$ cat src/rtl/exc_pkg.sv
package exc_pkg;
  localparam int NCAUSE  = 13;
  localparam int CAUSE_W = 4;
  localparam int STAT_W  = 17;

  typedef enum logic [CAUSE_W-1:0] {
    C_RESET  = 4'd0,  C_MCHK   = 4'd1,  C_IMISS  = 4'd2,  C_IACV   = 4'd3,
    C_DMISS1 = 4'd4,  C_DMISS2 = 4'd5,  C_UNALGN = 4'd6,  C_DFAULT = 4'd7,
    C_OPDEC  = 4'd8,  C_FPDIS  = 4'd9,  C_ARITH  = 4'd10, C_PCALL  = 4'd11,
    C_INTR   = 4'd12
  } cause_e;

  function automatic logic [15:0] cause_vec(logic [CAUSE_W-1:0] c);
    case (cause_e'(c))
      C_RESET:  return 16'h0001;
      C_MCHK:   return 16'h0401;
      C_IMISS:  return 16'h0181;
      C_IACV:   return 16'h0081;
      C_DMISS1: return 16'h0201;
      C_DMISS2: return 16'h0281;
      C_UNALGN: return 16'h0301;
      C_DFAULT: return 16'h0381;
      C_OPDEC:  return 16'h0481;
      C_FPDIS:  return 16'h0581;
      C_ARITH:  return 16'h0501;
      C_PCALL:  return 16'h2001;
      C_INTR:   return 16'h0101;
      default:  return 16'h0001;
    endcase
  endfunction

  function automatic logic is_trap(logic [CAUSE_W-1:0] c);
    return (cause_e'(c) == C_ARITH) || (cause_e'(c) == C_PCALL);
  endfunction

  function automatic logic is_dside(logic [CAUSE_W-1:0] c);
    return (c >= C_DMISS1) && (c <= C_DFAULT);
  endfunction

  function automatic logic is_iside(logic [CAUSE_W-1:0] c);
    return (cause_e'(c) == C_IMISS) || (cause_e'(c) == C_IACV);
  endfunction

  // interrupts capture the PC only when it is word aligned
  function automatic logic restart_always(logic [CAUSE_W-1:0] c);
    return cause_e'(c) != C_INTR;
  endfunction
endpackage

$ cat src/rtl/exc_prio_enc.sv
module exc_prio_enc #(
  parameter int N = 13,
  localparam int W = $clog2(N)
) (
  input  logic [N-1:0] req_i,
  output logic         hit_o,
  output logic [W-1:0] idx_o
);
  always_comb begin
    hit_o = |req_i;
    idx_o = '0;
    for (int i = N - 1; i >= 0; i--) begin
      if (req_i[i]) idx_o = W'(i);
    end
  end
endmodule

$ cat src/rtl/exc_evt_cnt.sv
module exc_evt_cnt #(
  parameter int N  = 13,
  parameter int CW = 8,
  localparam int SW = $clog2(N),
  localparam int NS = 2 ** SW
) (
  input  logic          clk_i,
  input  logic          rst_ni,
  input  logic          hit_i,
  input  logic [SW-1:0] idx_i,
  input  logic [SW-1:0] sel_i,
  output logic [CW-1:0] rdata_o
);
  logic [CW-1:0] cnt_q [NS];

  for (genvar g = 0; g < NS; g++) begin : g_cnt
    if (g < N) begin : g_live
      always_ff @(posedge clk_i or negedge rst_ni) begin
        if (!rst_ni) cnt_q[g] <= '0;
        else if (hit_i && idx_i == SW'(g) && cnt_q[g] != {CW{1'b1}})
          cnt_q[g] <= cnt_q[g] + 1'b1;
      end
    end else begin : g_tie
      assign cnt_q[g] = '0;
    end
  end

  assign rdata_o = cnt_q[sel_i];
endmodule

$ cat src/rtl/exc_fault_regs.sv
module exc_fault_regs
  import exc_pkg::*;
#(
  parameter int XLEN       = 64,
  parameter int VA_BITS    = 43,
  parameter int PAGE_SHIFT = 13,
  localparam int VPN_W     = VA_BITS - PAGE_SHIFT
) (
  input  logic               clk_i,
  input  logic               rst_ni,
  input  logic               hit_i,
  input  logic [CAUSE_W-1:0] idx_i,
  input  logic [XLEN-1:0]    pc_i,
  input  logic [XLEN-1:0]    va_i,
  input  logic [31:0]        insn_i,
  input  logic [5:0]         flags_i,
  input  logic               pte_i,
  input  logic               pref_i,
  input  logic [XLEN-1:0]    dpt_base_i,
  input  logic [XLEN-1:0]    ipt_base_i,
  output logic [XLEN-1:0]    exc_addr_o,
  output logic [XLEN-1:0]    fault_va_o,
  output logic [STAT_W-1:0]  mm_stat_o,
  output logic [XLEN-1:0]    va_form_o,
  output logic [XLEN-1:0]    itag_o,
  output logic [XLEN-1:0]    iva_form_o
);
  logic [XLEN-1:0]   ea_base, ea_next, dform, iform;
  logic [STAT_W-1:0] stat_d;
  logic              d_cap, i_cap;
  logic              unused_insn;

  assign unused_insn = ^insn_i[20:0];

  always_comb begin
    ea_base = (restart_always(idx_i) || pc_i[1:0] == 2'b00) ? pc_i : exc_addr_o;
    ea_next = is_trap(idx_i) ? ea_base + XLEN'(4) : ea_base;
    d_cap   = hit_i && is_dside(idx_i) && !pte_i && !pref_i;
    i_cap   = hit_i && is_iside(idx_i);
    stat_d  = {insn_i[31:26], insn_i[25:21], flags_i};
    dform   = dpt_base_i | (XLEN'(va_i[VA_BITS-1:PAGE_SHIFT]) << 3);
    iform   = ipt_base_i | (XLEN'(pc_i[VA_BITS-1:PAGE_SHIFT]) << 3);
  end

  always_ff @(posedge clk_i or negedge rst_ni) begin
    if (!rst_ni) begin
      exc_addr_o <= '0;
      fault_va_o <= '0;
      mm_stat_o  <= '0;
      va_form_o  <= '0;
      itag_o     <= '0;
      iva_form_o <= '0;
    end else begin
      if (hit_i) exc_addr_o <= ea_next;
      if (d_cap) begin
        fault_va_o <= va_i;
        mm_stat_o  <= stat_d;
        va_form_o  <= dform;
      end
      if (i_cap) begin
        itag_o     <= pc_i;
        iva_form_o <= iform;
      end
    end
  end
endmodule

$ cat src/rtl/exc_entry_unit.sv
module exc_entry_unit
  import exc_pkg::*;
#(
  parameter int XLEN       = 64,
  parameter int VA_BITS    = 43,
  parameter int PAGE_SHIFT = 13,
  parameter int CNT_W      = 8
) (
  input  logic               clk_i,
  input  logic               rst_ni,
  input  logic [NCAUSE-1:0]  fault_req_i,
  input  logic [XLEN-1:0]    pc_i,
  input  logic [XLEN-1:0]    va_i,
  input  logic [31:0]        insn_i,
  input  logic [5:0]         acc_flags_i,
  input  logic               req_pte_i,
  input  logic               req_pref_i,
  input  logic               cfg_we_i,
  input  logic [1:0]         cfg_addr_i,
  input  logic [XLEN-1:0]    cfg_wdata_i,
  output logic [XLEN-1:0]    cfg_rdata_o,
  input  logic [CAUSE_W-1:0] cnt_sel_i,
  output logic [CNT_W-1:0]   cnt_rdata_o,
  output logic               redir_valid_o,
  output logic [XLEN-1:0]    redir_pc_o,
  output logic [XLEN-1:0]    exc_addr_o,
  output logic [XLEN-1:0]    fault_va_o,
  output logic [STAT_W-1:0]  mm_stat_o,
  output logic [XLEN-1:0]    va_form_o,
  output logic [XLEN-1:0]    itag_o,
  output logic [XLEN-1:0]    iva_form_o
);
  logic [XLEN-1:0]    hbase_q, dpt_q, ipt_q;
  logic               hit;
  logic [CAUSE_W-1:0] idx;

  exc_prio_enc #(.N(NCAUSE)) u_prio (
    .req_i (fault_req_i),
    .hit_o (hit),
    .idx_o (idx)
  );

  always_ff @(posedge clk_i or negedge rst_ni) begin
    if (!rst_ni) begin
      hbase_q <= '0;
      dpt_q   <= '0;
      ipt_q   <= '0;
    end else if (cfg_we_i) begin
      case (cfg_addr_i)
        2'd0:    hbase_q <= cfg_wdata_i;
        2'd1:    dpt_q   <= cfg_wdata_i;
        2'd2:    ipt_q   <= cfg_wdata_i;
        default: ;
      endcase
    end
  end

  always_comb begin
    case (cfg_addr_i)
      2'd0:    cfg_rdata_o = hbase_q;
      2'd1:    cfg_rdata_o = dpt_q;
      2'd2:    cfg_rdata_o = ipt_q;
      default: cfg_rdata_o = '0;
    endcase
  end

  always_ff @(posedge clk_i or negedge rst_ni) begin
    if (!rst_ni) begin
      redir_valid_o <= 1'b0;
      redir_pc_o    <= XLEN'(cause_vec(C_RESET));
    end else begin
      redir_valid_o <= hit;
      if (hit) redir_pc_o <= hbase_q + XLEN'(cause_vec(idx));
    end
  end

  exc_fault_regs #(
    .XLEN(XLEN), .VA_BITS(VA_BITS), .PAGE_SHIFT(PAGE_SHIFT)
  ) u_regs (
    .clk_i      (clk_i),
    .rst_ni     (rst_ni),
    .hit_i      (hit),
    .idx_i      (idx),
    .pc_i       (pc_i),
    .va_i       (va_i),
    .insn_i     (insn_i),
    .flags_i    (acc_flags_i),
    .pte_i      (req_pte_i),
    .pref_i     (req_pref_i),
    .dpt_base_i (dpt_q),
    .ipt_base_i (ipt_q),
    .exc_addr_o (exc_addr_o),
    .fault_va_o (fault_va_o),
    .mm_stat_o  (mm_stat_o),
    .va_form_o  (va_form_o),
    .itag_o     (itag_o),
    .iva_form_o (iva_form_o)
  );

  exc_evt_cnt #(.N(NCAUSE), .CW(CNT_W)) u_cnt (
    .clk_i   (clk_i),
    .rst_ni  (rst_ni),
    .hit_i   (hit),
    .idx_i   (idx),
    .sel_i   (cnt_sel_i),
    .rdata_o (cnt_rdata_o)
  );
endmodule

$ cat config.mk
export PLATFORM = sky130hd
export DESIGN_NAME = exc_entry_unit
export DESIGN_NICKNAME = d
export VERILOG_FILES = /design/src/rtl/exc_pkg.sv /design/src/rtl/exc_prio_enc.sv /design/src/rtl/exc_evt_cnt.sv /design/src/rtl/exc_fault_regs.sv /design/src/rtl/exc_entry_unit.sv
export SDC_FILE = /design/constraint.sdc
export NUM_CORES = 1
export LEC_CHECK = 0
export BUFFER_PORTS_ARGS = -buffer_cell sky130_fd_sc_hd__buf_4
export CAP_MARGIN = 5
export CORE_AREA = 2 2 280 282
export DETAILED_ROUTE_END_ITERATION = 10
export DIE_AREA = 0 0 282 284
export PLACE_DENSITY = 0.67
export SYNTH_ARGS = -nofsm -noshare
export SYNTH_HDL_FRONTEND = slang
export SYNTH_HIERARCHICAL = 1
export SYNTH_SLANG_ARGS = --single-unit
$ cat constraint.sdc
create_clock -name clk_i -period 7.62 [get_ports clk_i]
set_input_delay 0.762 -clock clk_i [delete_from_list [all_inputs] [get_ports clk_i]]
set_output_delay 0.762 -clock clk_i [all_outputs]
set_load 0.03 [all_outputs]
==> impl_metrics.json, run 1 <==
{
  "viasPerCell": 5.84,
  "cts-resized-gates": 0,
  "crit_path_end_kind": "register",
  "totalPowerFinal_mw": 12.3,
  "cts_buffers": 78,
  "antenna_found_initial": 10,
  "rsz0062_at_grt": "no",
  "pwr_density_cell_nw_per_um2": 285,
  "maxCapViolCount": 0,
  "clkTransAtPathRegs_ns": 0.06,
  "crit_top_cell": "buf_4",
  "ios": 728,
  "wl_per_cell_um": 25.4,
  "drive_above_1_share_pct": 35.9,
  "yosys_warnings": 6,
  "hold_viol_final": 0,
  "clock.fmax_mhz": 200,
  "rows": 102,
  "clkLatencyLatePin_ns": 0.64,
  "tritoncts": "built",
  "dieArea_sq_um": 80100,
  "instances_no_fill": 4841,
  "holdCritPathClass": "input port to async pin",
  "tightest_slew_ns": 1.09,
  "die_h_um": 284,
  "cp_max_fo": 19,
  "clock_sinks": 698,
  "final_cell_mix": "buf_4, dfrtp_1, mux2_2, nand2_1, nor2_1",
  "synth-main-ff-cell": "dfrtp_1",
  "cts.hold.buffers_added": 0,
  "dr.pass1.iters": 5,
  "drt_iter0_drc": 2553,
  "rr_endpoint": "u_regs/exc_addr_o[36]",
  "initial_core_util_pct": 44.4,
  "fin_skew_ns": 0.0502,
  "period_minus_slack_ns": 5.00,
  "syn-cell-area_sq_um": 34200,
  "cp-start-kind": "input port",
  "routabilityCongestion": 0.964,
  "cp_slowest_cell": "nor2_1",
  "crit_path_max_incr_delay_ns": 0.92,
  "setup_tns_ns": 0,
  "hpwl_um": 90500,
  "synth-seq-cells": 698,
  "status": "finished clean",
  "post_cts_buffers": 0,
  "setup_violations": 0,
  "antenna_left": 0,
  "grt_pass1_wl_um": 181000,
  "grt_pass1_vias": 27500,
  "relSlewSlack_pct": 27.0,
  "htreeDepth": 3,
  "crit_arrival_ns": 5.48,
  "crit_buf_inv": 2,
  "die_w_um": 282,
  "async_reset_ff_share_pct": 100,
  "wl_um": 123000,
  "worst_ep_required_time_ns": 8.11,
  "dp_cells": 4694,
  "layout.nets": 4013,
  "path_cells": "buf_4 -> nor4_1 -> nor3b_4 -> buf_4 -> nand4bb_1 -> nor2_1 -> mux2i_1 -> nor3_1 -> a21oi_1 -> a211o_1",
  "synthesis.nets": 3368,
  "synthCells": 3089,
  "grt_max_degree": 181,
  "synth_edf_count": 0,
  "regToRegStartpoint": "u_regs/exc_addr_o[2]",
  "grt_overflow": 0,
  "grtUsageTotal_pct": 30.1,
  "power_leakage_nw": 19.2,
  "cts_buffer_depth": 3,
  "coreArea_sq_um": 77000,
  "fin_crit_sh_pct": 65.6,
  "r2r_slack_ns": 4.54,
  "ys_types": 91,
  "ir_worst_vdd_uv": 211,
  "path_class": "input port to register",
  "cts_root_buffer": "clkbuf_16",
  "vias": 28300,
  "crit_family": "simple AND/OR/NAND/NOR gates",
  "reg2reg_depth": 10,
  "io_buffers": 706,
  "synth.avg_cell_area_sq_um": 11.1,
  "slew_viol_final": 0,
  "yosysSeqAreaShare_pct": 51.1,
  "drc": 0,
  "final_common_cell": "buf_4",
  "syn_to_final_growth_pct": 26.1
}
-- synthesized netlist by cell type, types with 59 or more instances --
cell type	instances	share of area, %
dfrtp_1	697	51
mux2_2	427	14
nand2_1	266	2.9
nor2_1	206	2.3
o21ai_0	169	2.5
clkbuf_1	123	1.4
nand4_1	115	2.1
nand3_1	107	1.6
a21oi_1	98	1.4
mux2i_1	77	2.3
xnor2_1	63	1.6
nor3_1	61	0.89
xor2_1	60	1.5
and3_1	59	1.1
-- stage by stage --
stage          cell area (sq um)  setup slack [ns]  hold WS (ns)  utilization, %
3_3_place_gp               40400              2.04         0.464            52.5
4_1_cts                    43000              2.71         0.220            55.9
3_5_place_dp               40400              2.08         0.472            52.5
2_1_floorplan              34200              2.13         0.455               -
6_report                   43100              2.62         0.207            55.9
5_1_grt                    43000              2.43         0.274            55.9
-- sequential cells by signal (all words and copies together) (netlist names) --
name	cells
dpt_q	64
hbase_q	64
ipt_q	64
redir_pc_o	64
redir_valid_o	1
u_cnt/cnt_q	104
u_regs/exc_addr_o	64
u_regs/fault_va_o	64
u_regs/itag_o	64
u_regs/iva_form_o	64
u_regs/mm_stat_o	17
u_regs/va_form_o	64
-- cell type report --
type                            count  area, sq um
Fill cell                        6719        33900
Sequential cell                   698        17500
Multi-Input combinational cell   2177        15900
Timing Repair Buffer              744         5640
Clock buffer                      107         2210
Tap cell                         1040         1300
Clock inverter                     35          414
Inverter                           35          131
Antenna cell                        5         12.5
-- layer usage --
layer,vias to the layer above,global-route usage [%],share of wire [%]
met5,-,0,0.051
met4,10,11.6,3.8
met3,218,8.89,9.7
met2,1233,48.8,47
met1,14200,37.8,39
li1,12700,-,-
-- power breakdown --
part           switching (mW)  leakage (nW)  internal (mW)
clock                    1.64          1.30           2.23
sequential              0.693          8.49           4.38
combinational            1.99          9.43           1.34
total                    4.31          19.2           7.95
-- cell families (layout without fill, tap and decap cells) --
group                    Yosys count  count (layout)  synth area share [%]
flip-flops                       698             698                  51.1
AND/OR/NAND/NOR                 1018            1018                  15.3
other                              0               5                     0
XOR/XNOR                         123             123                  3.15
adder cells (fa/ha/maj)           25              25                 0.916
multiplexers                     529             529                  18.0
buffers and inverters            214             921                  2.54
AO/OA/AOI/OAI                    482             482                  8.93
-- worst max path at each step --
| stage | from | endpoint | slack (ns) | cells after the start |
|---|---|---|---|---|
| global route | fault_req_i[7] | u_regs/exc_addr_o[42] | 2.43 | 10 |
| detailed placement | fault_req_i[7] | u_regs/exc_addr_o[42] | 2.08 | 10 |
| CTS | fault_req_i[7] | u_regs/exc_addr_o[50] | 2.71 | 10 |
| finish | fault_req_i[7] | u_regs/exc_addr_o[50] | 2.62 | 10 |
| global placement | fault_req_i[7] | u_regs/exc_addr_o[42] | 2.04 | 10 |
| floorplan | fault_req_i[8] | u_regs/exc_addr_o[36] | 2.13 | 19 |
No activity file was read; power rests on OpenSTA's default activity.
==> run 2, diff against run 1 <==
--- a/config.mk
+++ b/config.mk
@@ -7,10 +7,10 @@
 export LEC_CHECK = 0
 export BUFFER_PORTS_ARGS = -buffer_cell sky130_fd_sc_hd__buf_4
 export CAP_MARGIN = 5
-export CORE_AREA = 2 2 280 282
+export CORE_AREA = 2 2 281 283
 export DETAILED_ROUTE_END_ITERATION = 10
-export DIE_AREA = 0 0 282 284
-export PLACE_DENSITY = 0.67
+export DIE_AREA = 0 0 283 285
+export PLACE_DENSITY = 0.69
 export SYNTH_ARGS = -nofsm -noshare
 export SYNTH_HDL_FRONTEND = slang
 export SYNTH_HIERARCHICAL = 1
==> constraint.sdc (replaced) <==
create_clock -name clk_i -period 4.4 [get_ports clk_i]
set_input_delay 0.44 -clock clk_i [delete_from_list [all_inputs] [get_ports clk_i]]
set_output_delay 0.44 -clock clk_i [all_outputs]
set_load 0.03 [all_outputs]
==> impl_metrics.json, run 2 (same netlist as run 1, synthesis figures left out) <==
{
  "syn_to_final_growth_pct": 28.7,
  "crit_top_cell": "ha_1",
  "wl_per_cell_um": 25.0,
  "dr.pass1.iters": 5,
  "regMostFlops": "u_cnt/cnt_q",
  "grt_pass1_vias": 28100,
  "hold_start": "acc_flags_i[5]",
  "ios": 728,
  "dpl_cell_area_sq_um": 41000,
  "setup_tns_ns": 0,
  "num-fill-cells": 6767,
  "die_h_um": 285,
  "regToRegStartpoint": "hbase_q[14]",
  "largest_reg_flops": 104,
  "hold_viol_final": 0,
  "cp-startpoint": "fault_req_i[8]",
  "grt_overflow": 0,
  "initial_core_util_pct": 43.8,
  "cts_root_buffer": "clkbuf_16",
  "crit_arrival_ns": 4.37,
  "clkLatencyLatePin_ns": 0.64,
  "grt_pass1_wl_um": 184000,
  "cp_max_fo": 9,
  "clock.fmax_mhz": 263,
  "antenna_left": 0,
  "clock_sinks": 698,
  "cp-start-kind": "input port",
  "dieArea_sq_um": 80700,
  "crit_family": "compound AO/OA/AOI/OAI gates",
  "cts_buffers": 79,
  "multiInputGateArea_sq_um": 15900,
  "grtUsageTotal_pct": 29.9,
  "rr_endpoint": "redir_pc_o[56]",
  "min_to": "u_regs/mm_stat_o[5]",
  "wl_um": 123000,
  "hpwl_um": 92900,
  "final_area_sq_um": 44000,
  "grt_max_degree": 115,
  "worst_ep_required_time_ns": 4.97,
  "layout.nets": 4091,
  "tritoncts": "built",
  "coreArea_sq_um": 78000,
  "drc": 0,
  "maxCapViolCount": 0,
  "cts.hold.buffers_added": 30,
  "cts-resized-gates": 0,
  "crit_buf_inv": 2,
  "setup_violations": 0,
  "crit_path_end_kind": "register",
  "clkTransAtPathRegs_ns": 0.06,
  "crit_path_max_incr_delay_ns": 0.59,
  "rsz0062_at_grt": "no",
  "post_cts_buffers": 0,
  "routabilityCongestion": 0.990,
  "final_cell_mix": "buf_4, dfrtp_1, mux2_2, nand2_1, nor2_1",
  "viasPerCell": 5.80,
  "tightest_slew_ns": 0.931,
  "fin_crit_sh_pct": 86.3,
  "register_area_sq_um": 17500,
  "r2r_slack_ns": 1.50,
  "period_minus_slack_ns": 3.80,
  "die_w_um": 283,
  "rows": 103,
  "fin_skew_ns": 0.0280,
  "power_leakage_nw": 19.7,
  "pwr_density_cell_nw_per_um2": 487,
  "holdCritPathClass": "input port to register",
  "ir_worst_vdd_uv": 374,
  "cp_slowest_cell": "o21ai_1",
  "path_cells": "buf_4 -> o31ai_1 -> a211oi_1 -> nor3_4 -> inv_1 -> ha_1 -> mux4_2 -> ha_1 -> a21oi_1 -> o21ai_1 -> o211ai_1 -> a2111o_1 -> nand3_1",
  "reg2reg_depth": 5,
  "final_common_cell": "buf_4",
  "cts_buffer_depth": 3,
  "antenna_found_initial": 15,
  "drive_above_1_share_pct": 36.5,
  "status": "finished clean",
  "path_class": "input port to register",
  "vias": 28600,
  "min_path_cells": 2,
  "relSlewSlack_pct": 36.3,
  "slew_viol_final": 0,
  "io_buffers": 706,
  "htreeDepth": 3,
  "drt_iter0_drc": 2666
}
==> run 2: how the worst max path moves through the flow <==
stage	end	slack [ns]	depth (start not counted)
2_1_floorplan	u_regs/exc_addr_o[36]	0.01	17
3_3_place_gp	redir_pc_o[22]	0.15	14
3_5_place_dp	redir_pc_o[37]	0.08	13
4_1_cts	redir_pc_o[62]	0.72	13
5_1_grt	redir_pc_o[37]	0.44	13
6_report	redir_pc_o[37]	0.60	13
==> run 2: final cells by class <==
cell class,count,area share (%)
Multi-Input combinational cell,2177,36.2
Antenna cell,4,0.0228
Inverter,35,0.299
Tap cell,1050,2.99
Clock buffer,113,5.17
Timing Repair Buffer,821,14.7
Clock inverter,30,0.965
Sequential cell,698,39.7
==> run 2: through the flow <==
stage          setup WS, ns  util, %  hold slack (ns)  std cells  power (mW)
2_1_floorplan       0.00999        -            0.144       3089        11.8
3_3_place_gp          0.152     52.5            0.463       4751        14.6
3_5_place_dp         0.0781     52.5            0.472       4751        14.7
4_1_cts               0.724     56.4       0.00000566       4924        21.6
5_1_grt               0.439     56.4           0.0110       4924        22.3
6_report              0.604     56.4           0.0315       4928        21.4
==> run 2: where the power goes <==
group | internal (mW) | switching [mW]
registers | 7.59 | 1.19
clock network | 3.99 | 2.81
logic | 2.37 | 3.45
total | 13.9 | 7.45
==> run 2: layer usage <==
metal	vias to the layer above	wire, um	GRT usage [%]
met4	24	4100	10.2
li1	12800	-	-
met1	14200	48300	37.3
met2	1250	58900	49.6
met3	250	11600	9.14
met5	-	160	0
